[src/rtl/dma_chain_pkg.sv]
package dma_chain_pkg;
  typedef enum logic [3:0] {
    RA_CSR    = 4'd0,
    RA_NEXT   = 4'd1,
    RA_LIMIT  = 4'd2,
    RA_START  = 4'd3,
    RA_STOP   = 4'd4,
    RA_SNEXT  = 4'd5,
    RA_SLIMIT = 4'd6,
    RA_SSTART = 4'd7,
    RA_SSTOP  = 4'd8
  } reg_sel_e;

  localparam int unsigned CMD_EN   = 0;
  localparam int unsigned CMD_UPD  = 1;
  localparam int unsigned CMD_RD   = 2;
  localparam int unsigned CMD_WR   = 3;
  localparam int unsigned CMD_CLR  = 4;
  localparam int unsigned CMD_RST  = 5;
  localparam int unsigned CMD_INIT = 6;
  localparam int unsigned CMD_W    = 7;

  // bit 0 = en ... bit 4 = bex
  typedef struct packed {
    logic bex;
    logic cmp;
    logic rd;
    logic upd;
    logic en;
  } stat_t;
endpackage

[src/rtl/dma_chain_ctrl.sv]
module dma_chain_ctrl
  import dma_chain_pkg::*;
(
  input  logic              clk_i,
  input  logic              rst_ni,
  input  logic              cmd_we_i,
  input  logic [CMD_W-1:0]  cmd_i,
  input  logic              term_i,
  input  logic              early_i,
  input  logic              berr_i,
  output stat_t             stat_o
);
  stat_t st;

  always_ff @(posedge clk_i or negedge rst_ni) begin
    if (!rst_ni) begin
      st <= '0;
    end else begin
      if (cmd_we_i) begin
        if (cmd_i[CMD_RST]) begin
          st.en  <= 1'b0;
          st.upd <= 1'b0;
          st.cmp <= 1'b0;
          st.bex <= 1'b0;
        end
        if (cmd_i[CMD_CLR]) st.cmp <= 1'b0;
        if (cmd_i[CMD_RD]) st.rd <= 1'b1;
        else if (cmd_i[CMD_WR]) st.rd <= 1'b0;
        if (cmd_i[CMD_EN]) st.en <= 1'b1;
        if (cmd_i[CMD_UPD]) st.upd <= 1'b1;
      end
      // engine events override commands in the same cycle
      if (berr_i) begin
        st.en  <= 1'b0;
        st.upd <= 1'b0;
        st.cmp <= 1'b1;
        st.bex <= 1'b1;
      end else if (early_i) begin
        st.en  <= 1'b0;
        st.upd <= 1'b0;
        st.cmp <= 1'b1;
      end else if (term_i) begin
        st.cmp <= 1'b1;
        if (st.upd) st.upd <= 1'b0;
        else        st.en  <= 1'b0;
      end
    end
  end

  assign stat_o = st;


  rst_clr_chk: assert property (@(posedge clk_i) disable iff (!rst_ni)
    cmd_we_i && cmd_i[CMD_RST] && cmd_i[CMD_CLR] && !cmd_i[CMD_EN] && !cmd_i[CMD_UPD]
      && !term_i && !early_i && !berr_i
    |=> !st.en && !st.upd && !st.cmp);


  cmp_sticky_chk: assert property (@(posedge clk_i) disable iff (!rst_ni)
    st.cmp && !(cmd_we_i && (cmd_i[CMD_CLR] || cmd_i[CMD_RST])) |=> st.cmp);


  cmp_collide_chk: assert property (@(posedge clk_i) disable iff (!rst_ni)
    term_i && cmd_we_i && cmd_i[CMD_CLR] |=> st.cmp);
endmodule

[src/rtl/dma_chain_addr.sv]
module dma_chain_addr
  import dma_chain_pkg::*;
#(
  parameter int unsigned AW = 32
) (
  input  logic          clk_i,
  input  logic          rst_ni,
  input  logic          wr_i,
  input  reg_sel_e      sel_i,
  input  logic [AW-1:0] wdata_i,
  input  logic          beat_i,
  input  logic          switch_i,
  input  logic          capture_i,
  input  logic          init_i,
  output logic [AW-1:0] next_o,
  output logic [AW-1:0] limit_o,
  output logic [AW-1:0] start_o,
  output logic [AW-1:0] stop_o,
  output logic [AW-1:0] snext_o,
  output logic [AW-1:0] slimit_o,
  output logic [AW-1:0] sstart_o,
  output logic [AW-1:0] sstop_o
);
  always_ff @(posedge clk_i or negedge rst_ni) begin
    if (!rst_ni) begin
      next_o   <= '0;
      limit_o  <= '0;
      start_o  <= '0;
      stop_o   <= '0;
      snext_o  <= '0;
      slimit_o <= '0;
      sstart_o <= '0;
      sstop_o  <= '0;
    end else begin
      if (wr_i) begin
        unique case (sel_i)
          RA_NEXT:  begin next_o  <= wdata_i; snext_o  <= wdata_i; end
          RA_LIMIT: begin limit_o <= wdata_i; slimit_o <= wdata_i; end
          RA_START: begin start_o <= wdata_i; sstart_o <= wdata_i; end
          RA_STOP:  begin stop_o  <= wdata_i; sstop_o  <= wdata_i; end
          default: ;
        endcase
      end
      if (init_i) begin
        snext_o  <= next_o;
        slimit_o <= limit_o;
      end
      // engine updates win over software writes
      if (beat_i) next_o <= next_o + AW'(1);
      if (switch_i) begin
        next_o   <= start_o;
        limit_o  <= stop_o;
        snext_o  <= sstart_o;
        slimit_o <= sstop_o;
      end
      if (capture_i) slimit_o <= next_o;
    end
  end
endmodule

[src/rtl/dma_chain_port.sv]
module dma_chain_port #(
  parameter int unsigned AW = 32,
  parameter int unsigned DW = 8
) (
  input  logic          en_i,
  input  logic          at_end_i,
  input  logic          halt_i,
  input  logic          dir_rd_i,
  input  logic [AW-1:0] addr_i,
  output logic          mem_req_o,
  output logic          mem_we_o,
  output logic [AW-1:0] mem_addr_o,
  output logic [DW-1:0] mem_wdata_o,
  input  logic [DW-1:0] mem_rdata_i,
  input  logic          mem_gnt_i,
  input  logic          mem_err_i,
  input  logic          per_in_valid_i,
  input  logic [DW-1:0] per_in_data_i,
  output logic          per_in_ready_o,
  output logic          per_out_valid_o,
  output logic [DW-1:0] per_out_data_o,
  input  logic          per_out_ready_i,
  output logic          beat_o,
  output logic          berr_o
);
  logic go, xfer;

  assign go          = en_i && !at_end_i && !halt_i;
  assign mem_req_o   = go && (dir_rd_i ? per_out_ready_i : per_in_valid_i);
  assign mem_we_o    = !dir_rd_i;
  assign mem_addr_o  = addr_i;
  assign mem_wdata_o = per_in_data_i;
  assign xfer        = mem_req_o && mem_gnt_i;
  assign beat_o      = xfer && !mem_err_i;
  assign berr_o      = xfer && mem_err_i;

  assign per_in_ready_o  = beat_o && !dir_rd_i;
  assign per_out_valid_o = beat_o && dir_rd_i;
  assign per_out_data_o  = mem_rdata_i;
endmodule

[src/rtl/dma_chain_chan.sv]
module dma_chain_chan
  import dma_chain_pkg::*;
#(
  parameter int unsigned AW = 32,
  parameter int unsigned DW = 8
) (
  input  logic          clk_i,
  input  logic          rst_ni,
  input  logic          reg_we_i,
  input  logic [3:0]    reg_addr_i,
  input  logic [AW-1:0] reg_wdata_i,
  output logic [AW-1:0] reg_rdata_o,
  output logic          irq_o,
  output logic          mem_req_o,
  output logic          mem_we_o,
  output logic [AW-1:0] mem_addr_o,
  output logic [DW-1:0] mem_wdata_o,
  input  logic [DW-1:0] mem_rdata_i,
  input  logic          mem_gnt_i,
  input  logic          mem_err_i,
  input  logic          per_in_valid_i,
  input  logic [DW-1:0] per_in_data_i,
  output logic          per_in_ready_o,
  output logic          per_out_valid_o,
  output logic [DW-1:0] per_out_data_o,
  input  logic          per_out_ready_i,
  input  logic          per_end_i
);
  localparam int unsigned SW = $bits(stat_t);

  stat_t         st;
  reg_sel_e      sel;
  logic [AW-1:0] next_q, limit_q, start_q, stop_q;
  logic [AW-1:0] snext_q, slimit_q, sstart_q, sstop_q;
  logic          csr_we, at_end, term, early, beat, berr, sw_chain;

  assign sel      = reg_sel_e'(reg_addr_i);
  assign csr_we   = reg_we_i && (sel == RA_CSR);
  assign at_end   = (next_q == limit_q);
  assign term     = st.en && at_end;
  assign early    = st.en && !at_end && per_end_i;
  assign sw_chain = term && st.upd;

  dma_chain_ctrl u_ctrl (
    .clk_i    (clk_i),
    .rst_ni   (rst_ni),
    .cmd_we_i (csr_we),
    .cmd_i    (reg_wdata_i[CMD_W-1:0]),
    .term_i   (term),
    .early_i  (early),
    .berr_i   (berr),
    .stat_o   (st)
  );

  dma_chain_addr #(.AW(AW)) u_addr (
    .clk_i     (clk_i),
    .rst_ni    (rst_ni),
    .wr_i      (reg_we_i),
    .sel_i     (sel),
    .wdata_i   (reg_wdata_i),
    .beat_i    (beat),
    .switch_i  (sw_chain),
    .capture_i (early || berr),
    .init_i    (csr_we && reg_wdata_i[CMD_INIT]),
    .next_o    (next_q),
    .limit_o   (limit_q),
    .start_o   (start_q),
    .stop_o    (stop_q),
    .snext_o   (snext_q),
    .slimit_o  (slimit_q),
    .sstart_o  (sstart_q),
    .sstop_o   (sstop_q)
  );

  dma_chain_port #(.AW(AW), .DW(DW)) u_port (
    .en_i            (st.en),
    .at_end_i        (at_end),
    .halt_i          (per_end_i),
    .dir_rd_i        (st.rd),
    .addr_i          (next_q),
    .mem_req_o       (mem_req_o),
    .mem_we_o        (mem_we_o),
    .mem_addr_o      (mem_addr_o),
    .mem_wdata_o     (mem_wdata_o),
    .mem_rdata_i     (mem_rdata_i),
    .mem_gnt_i       (mem_gnt_i),
    .mem_err_i       (mem_err_i),
    .per_in_valid_i  (per_in_valid_i),
    .per_in_data_i   (per_in_data_i),
    .per_in_ready_o  (per_in_ready_o),
    .per_out_valid_o (per_out_valid_o),
    .per_out_data_o  (per_out_data_o),
    .per_out_ready_i (per_out_ready_i),
    .beat_o          (beat),
    .berr_o          (berr)
  );

  assign irq_o = st.cmp;

  always_comb begin
    unique case (sel)
      RA_CSR:    reg_rdata_o = {{(AW-SW){1'b0}}, st};
      RA_NEXT:   reg_rdata_o = next_q;
      RA_LIMIT:  reg_rdata_o = limit_q;
      RA_START:  reg_rdata_o = start_q;
      RA_STOP:   reg_rdata_o = stop_q;
      RA_SNEXT:  reg_rdata_o = snext_q;
      RA_SLIMIT: reg_rdata_o = slimit_q;
      RA_SSTART: reg_rdata_o = sstart_q;
      RA_SSTOP:  reg_rdata_o = sstop_q;
      default:   reg_rdata_o = '0;
    endcase
  end


  chain_switch_chk: assert property (@(posedge clk_i) disable iff (!rst_ni)
    sw_chain && !reg_we_i |=> st.en && !st.upd && st.cmp && next_q == $past(start_q));


  limit_halt_chk: assert property (@(posedge clk_i) disable iff (!rst_ni)
    term && !st.upd && !reg_we_i |=> !st.en && st.cmp && !mem_req_o);


  early_end_chk: assert property (@(posedge clk_i) disable iff (!rst_ni)
    early && !reg_we_i |=> !st.en && slimit_q == $past(next_q));


  bus_err_chk: assert property (@(posedge clk_i) disable iff (!rst_ni)
    berr && !reg_we_i |=> st.bex && !st.en && slimit_q == $past(next_q) && next_q == $past(next_q));
endmodule

[config.mk]
export PLATFORM = sky130hd
export DESIGN_NAME = dma_chain_chan
export DESIGN_NICKNAME = d
export VERILOG_FILES = /design/src/rtl/dma_chain_pkg.sv /design/src/rtl/dma_chain_ctrl.sv /design/src/rtl/dma_chain_addr.sv /design/src/rtl/dma_chain_port.sv /design/src/rtl/dma_chain_chan.sv
export SDC_FILE = /design/constraint.sdc
export NUM_CORES = 1
export LEC_CHECK = 0
export BUFFER_PORTS_ARGS = -buffer_cell sky130_fd_sc_hd__buf_2
export CORE_AREA = 2 2 157 159
export CTS_BUF_LIST = sky130_fd_sc_hd__clkbuf_16
export CTS_CLUSTER_SIZE = 10
export DETAILED_ROUTE_END_ITERATION = 12
export DIE_AREA = 0 0 159 161
export PLACE_DENSITY_LB_ADDON = 0.05
export SLEW_MARGIN = 25
export SYNTH_ARGS = -nofsm -noshare
export SYNTH_HDL_FRONTEND = slang
export SYNTH_HIERARCHICAL = 1
export SYNTH_SLANG_ARGS = --single-unit
[constraint.sdc]
create_clock -name clk_i -period 4.36 [get_ports clk_i]
set_input_delay 0.436 -clock clk_i [delete_from_list [all_inputs] [get_ports clk_i]]
set_output_delay 0.436 -clock clk_i [all_outputs]
set_load 0.01 [all_outputs]
Yosys cells after proc, flatten, opt, wreduce, memory -nomap -nowiden
Cells that the tools add are included.
{ "word_totals": {"wordCells": 95, "mem_bits_ro": 0, "regBits": 197, "ramBits": 0, "latch_bits": 0, "n_memories": 0, "output_inout_bits": 85} }
{ "classes": {"n_reduce_logical": 43, "div_mod_pow": 0, "bitwise_logic": 0, "multipliers": 0, "order_cmp": 0, "n_eq_ne": 9, "muxes": 31, "n_addsub": 1, "shifts": 0} }
{ "ops": {"columns": ["cell", "count"], "rows": [
  ["two-way mux 32 bit", 12],
  ["case mux 32 bit (7 select lines)", 1],
  ["adder 32 x 1 -> 32 bit (second input constant)", 1],
  ["equality test 32 bit", 1],
  ["AND reduction 2 bit", 9],
  ["equality test 4 x 3 -> 1 bit (second input constant)", 4],
  ["logical AND 1 bit", 13],
  ["two-way mux 1 bit", 12],
  ["nonzero test 3 bit", 4],
  ["nonzero test 4 bit", 3],
  ["two-way mux 2 bit", 5],
  ["nonzero test 2 bit", 5],
  ["equality test 4 x 2 -> 1 bit (second input constant)", 2],
  ["two-way mux 5 bit", 1],
  ["nonzero test 5 bit", 1],
  ["equality test 4 x 1 -> 1 bit (second input constant)", 1],
  ["equality test 4 bit (second input constant)", 1],
  ["zero test 1 bit", 4],
  ["zero test 4 bit", 1],
  ["OR reduction 2 bit", 2],
  ["logical OR 1 bit", 1]
]} }

Logic depth before layout (Yosys ltp)
{ "logic_depth": {"word_depth": 10, "mapped_depth": 13, "depth_no_buf": 11} }

Modules after synthesis
Netlist, hierarchy kept.
{ "by_module_without_submodules": {"columns": ["mod", "cells_each", "area_per_inst_um2", "seq_area_each_um2", "instances"], "rows": [
  ["dma_chain_addr", 1097, 10252.3, 4804.6, 1],
  ["dma_chain_chan", 251, 1858.0, 0.0, 1],
  ["dma_chain_port", 56, 425.4, 0.0, 1],
  ["dma_chain_ctrl", 18, 231.5, 125.1, 1]
]} }

Least setup slack after synthesis
No wires, ideal clock.
{ "synth_timing": {"kind": "register -> register", "start": "reg u_addr.next_o[16]", "end": "reg u_addr.next_o[14]", "stages_incl_launch_ff": 13, "t_arrival_ns": 2.734, "slack_ns": 1.507, "cell_sequence": "dfrtp_1 > xor2_1 > nor4_1 > nand4_1 > nor2_1 > nand4bb_1 > nor3_1 > or2_2 > clkbuf_1 > nor2_1 > clkbuf_1 > a31oi_1 > o21a_1"} }
{ "synth_between": {"elab_chain_len": 9} }
{ "synth_lines": {"columns": ["element", "line", "source"], "rows": [
  ["start, declared", "dma_chain_addr.sv:15", "output logic [AW-1:0] next_o,"],
  ["start signal, assigned", "dma_chain_addr.sv:37", "RA_NEXT: begin next_o <= wdata_i; snext_o <= wdata_i; end"],
  ["start signal, assigned", "dma_chain_addr.sv:49", "if (beat_i) next_o <= next_o + AW'(1);"],
  ["start signal, assigned", "dma_chain_addr.sv:51", "next_o <= start_o;"],
  ["equality test 32 bit *", "dma_chain_chan.sv:39", "assign at_end = (next_q == limit_q);"],
  ["net at_end", "dma_chain_chan.sv:35", "logic csr_we, at_end, term, early, beat, berr, sw_chain;"],
  ["zero test 1 bit *", "dma_chain_port.sv:28", "assign go = en_i && !at_end_i && !halt_i;"],
  ["logical AND 1 bit * (2 in a row)", "dma_chain_port.sv:28", null],
  ["logical AND 1 bit *", "dma_chain_port.sv:29", "assign mem_req_o = go && (dir_rd_i ? per_out_ready_i : per_in_valid_i);"],
  ["logical AND 1 bit *", "dma_chain_port.sv:33", "assign xfer = mem_req_o && mem_gnt_i;"],
  ["logical AND 1 bit *", "dma_chain_port.sv:34", "assign beat_o = xfer && !mem_err_i;"],
  ["net beat", "dma_chain_chan.sv:35", null],
  ["nonzero test 3 bit (no source line) or two-way mux 32 bit (tied branches)", null, null],
  ["AND reduction 2 bit (no source line) or two-way mux 32 bit (tied branches)", null, null]
]} }
Mark *: on every way through the listed nets, which the timed path passes. The rest lies on a longest branch.
A chain may end at the register's enable or synchronous reset.

Final worst setup path
{ "layout_timing": {"start": "reg u_addr.next_o[6]", "end": "reg u_addr.slimit_o[22]"} }
{ "layout_between": {"elab_chain_len": 10} }
{ "layout_lines": {"columns": ["element", "line", "source"], "rows": [
  ["equality test 32 bit *", "dma_chain_chan.sv:39", null],
  ["net at_end", "dma_chain_chan.sv:35", null],
  ["zero test 1 bit *", "dma_chain_port.sv:28", null],
  ["logical AND 1 bit * (2 in a row)", "dma_chain_port.sv:28", null],
  ["logical AND 1 bit *", "dma_chain_port.sv:29", null],
  ["logical AND 1 bit *", "dma_chain_port.sv:33", null],
  ["logical AND 1 bit *", "dma_chain_port.sv:35", "assign berr_o = xfer && mem_err_i;"],
  ["net berr", "dma_chain_chan.sv:35", null],
  ["logical OR 1 bit *", "dma_chain_chan.sv:63", ".capture_i (early || berr),"],
  ["nonzero test 4 bit (no source line)", null, null],
  ["AND reduction 2 bit (no source line)", null, null],
  ["end signal, assigned", "dma_chain_addr.sv:46", "slimit_o <= limit_o;"],
  ["end signal, assigned", "dma_chain_addr.sv:54", "slimit_o <= sstop_o;"],
  ["end signal, assigned", "dma_chain_addr.sv:56", "if (capture_i) slimit_o <= next_o;"],
  ["end, declared", "dma_chain_addr.sv:20", "output logic [AW-1:0] slimit_o,"]
]} }
Marks and branches as above.

==> flow_summary.json <==
{
  "status": "finished, final reports clean",
  "cts_hold_buf": 0,
  "grt.overflow.total": 0,
  "ys.flop_type": "dfrtp_1",
  "post-route-drc-count": 0,
  "drt_iter0_markers": 1259,
  "num_vias": 11500,
  "worst-r2r-setup-slack_ns": 0.31,
  "hold_class": "in -> async",
  "synth_common_cells": "dfrtp_1 (197), nand2_1 (160), buf_4 (116)",
  "clockRootBuffer": "clkbuf_16",
  "cts_buffer_depth": 2,
  "post-synth-top-count-cell": "dfrtp_1",
  "grt_usage_pct": 33.3,
  "worst_slew_pin_slew_ns": 1.04,
  "ir_drop_mv": 0.273,
  "synth_compound_area_share_pct": 22.6,
  "start_kind": "register",
  "diodes": 0,
  "p_per_area_nw_per_um2": 499,
  "netlist_area_um2": 12800,
  "synth_top_area_share_pct": 38.6,
  "ys_types": 73,
  "critPathCaptureType": "register",
  "syn_nets": 1483,
  "grt_pass1_vias": 11000,
  "grt_max_degree": 107,
  "nets": 1443,
  "async_flop_share_pct": 100,
  "cp.required_ns": 4.64,
  "synth_area_leaders": "dfrtp_1 (39%), buf_4 (6.8%), mux2_2 (6.6%)",
  "final-max-slew-violation-count": 0,
  "clock-skew-final_ns": 0.0134,
  "fin_crit_sh_pct": 93.0,
  "drv_cap": 0,
  "finalHoldViolCount": 0,
  "drive_above_1_share_pct": 22.0,
  "drt.antenna.violating_nets": 0,
  "critPathMaxFanout": 64,
  "ctsResizeCount": 0,
  "clk_pin_slew_ns": 0.08,
  "r2r-end": "u_addr/slimit_o[22]$_DFFE_PN0P_",
  "ios": 145,
  "worst_ep_arrival_time_ns": 4.34,
  "synth_fa_ha_area_share_pct": 0.0980,
  "cts_tree": "done",
  "min_period_ns": 4.05,
  "routed_wirelength_mm": 43.1,
  "ys_warn_count": 6,
  "ys_seq_area_share_pct": 38.6,
  "fmax_ghz": 0.247,
  "synth_top_family_by_area": "compound AO/OA/AOI/OAI gates",
  "leakage_nw": 5.54,
  "ys_ff_latch": 197,
  "synth_xor_area_share_pct": 2.95,
  "totalPowerFinal_mw": 6.75,
  "cts_sinks": 197,
  "setup_viol": 0,
  "fin_tns_setup_ns": 0,
  "hpwlAfterDp_mm": 27.3,
  "r2r_cells": 11,
  "cts_buffers": 17,
  "vias_per_cell": 6.70,
  "rsz0062_at_grt": "no",
  "crit_type": "reg -> reg",
  "initial_core_util_pct": 53.3,
  "r2r-start": "u_addr/next_o[6]$_DFFE_PN0P_",
  "yosysTopAreaCell": "dfrtp_1",
  "gp_congestion": 0.937,
  "die_height_um": 161,
  "h-tree-depth": 4,
  "synthSimpleGateAreaFrac_pct": 17.0,
  "insertion_delay_ns": 0.44,
  "die_w_um": 159,
  "grt_first_pass_wirelength_mm": 66.3,
  "slew-limit-headroom_pct": 30.6,
  "core_area_um2": 24000,
  "rows": 57,
  "numPortBuffers": 112,
  "syn_to_final_growth_pct": 5.98,
  "holdWs_ns": 0.0900,
  "wl_per_cell_um": 25.1,
  "pre_cts_slack_ns": 0.398,
  "synth_edf_count": 0,
  "syn_inst": 1422,
  "die_area_um2": 25600,
  "antenna_found_initial": 0,
  "worst_slack_ns": 0.307,
  "firstDrtPassIters": 6,
  "cts_setup_buffers": 0,
  "syn_area_per_cell_um2": 8.98,
  "synthMuxAreaShare_pct": 8.12
}
## power breakdown
| group | internal, mW | total [mW] | switching [mW] |
|---|---|---|---|
| combinational | 0.865 | 1.98 | 1.11 |
| sequential | 2.39 | 3.09 | 0.702 |
| clock | 0.879 | 1.69 | 0.807 |
## how the worst max path moves through the flow
stage	endpoint	slack, ns	start
2_1_floorplan	u_addr/next_o[14]$_DFFE_PN0P_	1.51	u_addr/next_o[16]$_DFFE_PN0P_
3_3_place_gp	u_addr/slimit_o[18]$_DFFE_PN0P_	0.36	u_addr/next_o[6]$_DFFE_PN0P_
3_5_place_dp	u_addr/slimit_o[21]$_DFFE_PN0P_	0.40	u_addr/next_o[6]$_DFFE_PN0P_
4_1_cts	u_addr/slimit_o[30]$_DFFE_PN0P_	0.39	u_addr/next_o[6]$_DFFE_PN0P_
5_1_grt	u_addr/slimit_o[24]$_DFFE_PN0P_	0.18	u_addr/next_o[6]$_DFFE_PN0P_
6_report	u_addr/slimit_o[22]$_DFFE_PN0P_	0.31	u_addr/next_o[6]$_DFFE_PN0P_
## area by class of cell
type / count / area [um^2]
Sequential cell: 197 / 4930
Fill cell: 2276 / 10400
Timing Repair Buffer: 161 / 987
Clock buffer: 17 / 425
Inverter: 8 / 30.0
Clock inverter: 15 / 193
Multi-Input combinational cell: 997 / 6560
Tap cell: 324 / 405
## flip-flops by register name (all words and copies together), names as in the netlist
register,count
u_addr/slimit_o,32
u_addr/snext_o,32
u_ctrl/stat_o,5
u_addr/sstart_o,32
u_addr/next_o,32
u_addr/sstop_o,32
u_addr/limit_o,32
## worst max-delay path, cell delays in order (launching register included)
cell	delay (ns)
dfrtp_1	0.69
xor2_1	0.19
nor4_1	0.65
nand4_1	0.15
nor2_1	0.32
nand4bb_1	0.26
nor3b_1	0.15
o21bai_4	0.22
or4_2	0.60
buf_4	0.38
nor2_1	0.21
a21oi_1	0.06
## placed cells by master (no fill, tap or decap), drive strengths merged, types with 38 or more instances in the layout
cell type  instances
xor2              41
a22oi             57
buf              160
a211oi            50
nor3              41
o21ai             38
a21oi            101
nor2             104
a31oi             56
dfrtp            197
nand2            161
mux2              77
## stage by stage
step                      std cells  utilization [%]  cell area (um^2)
final                          1719             56.5             13500
after floorplan                1422                -             12800
after global placement         1687             53.9             12900
after global routing           1719             56.5             13500
after CTS                      1719             56.5             13500
after detailed placement       1687             53.9             12900
## cell families after synthesis
logic type	count (synthesis)
xor gates and xnor gates	43
and+or+nand+nor	439
muxes	94
DFF	197
adders and majority gates	1
buffers and inverters	228
AOI/OAI and AO/OA	420
## metal layers
layer	vias up	wire, um	GRT usage [%]
met5	-	0	0
met4	0	1300	10.8
met3	113	3980	5.50
met2	654	19900	53.2
met1	5668	17900	46.6
li1	5090	-	-
No activity file was read; power rests on OpenSTA's default activity.
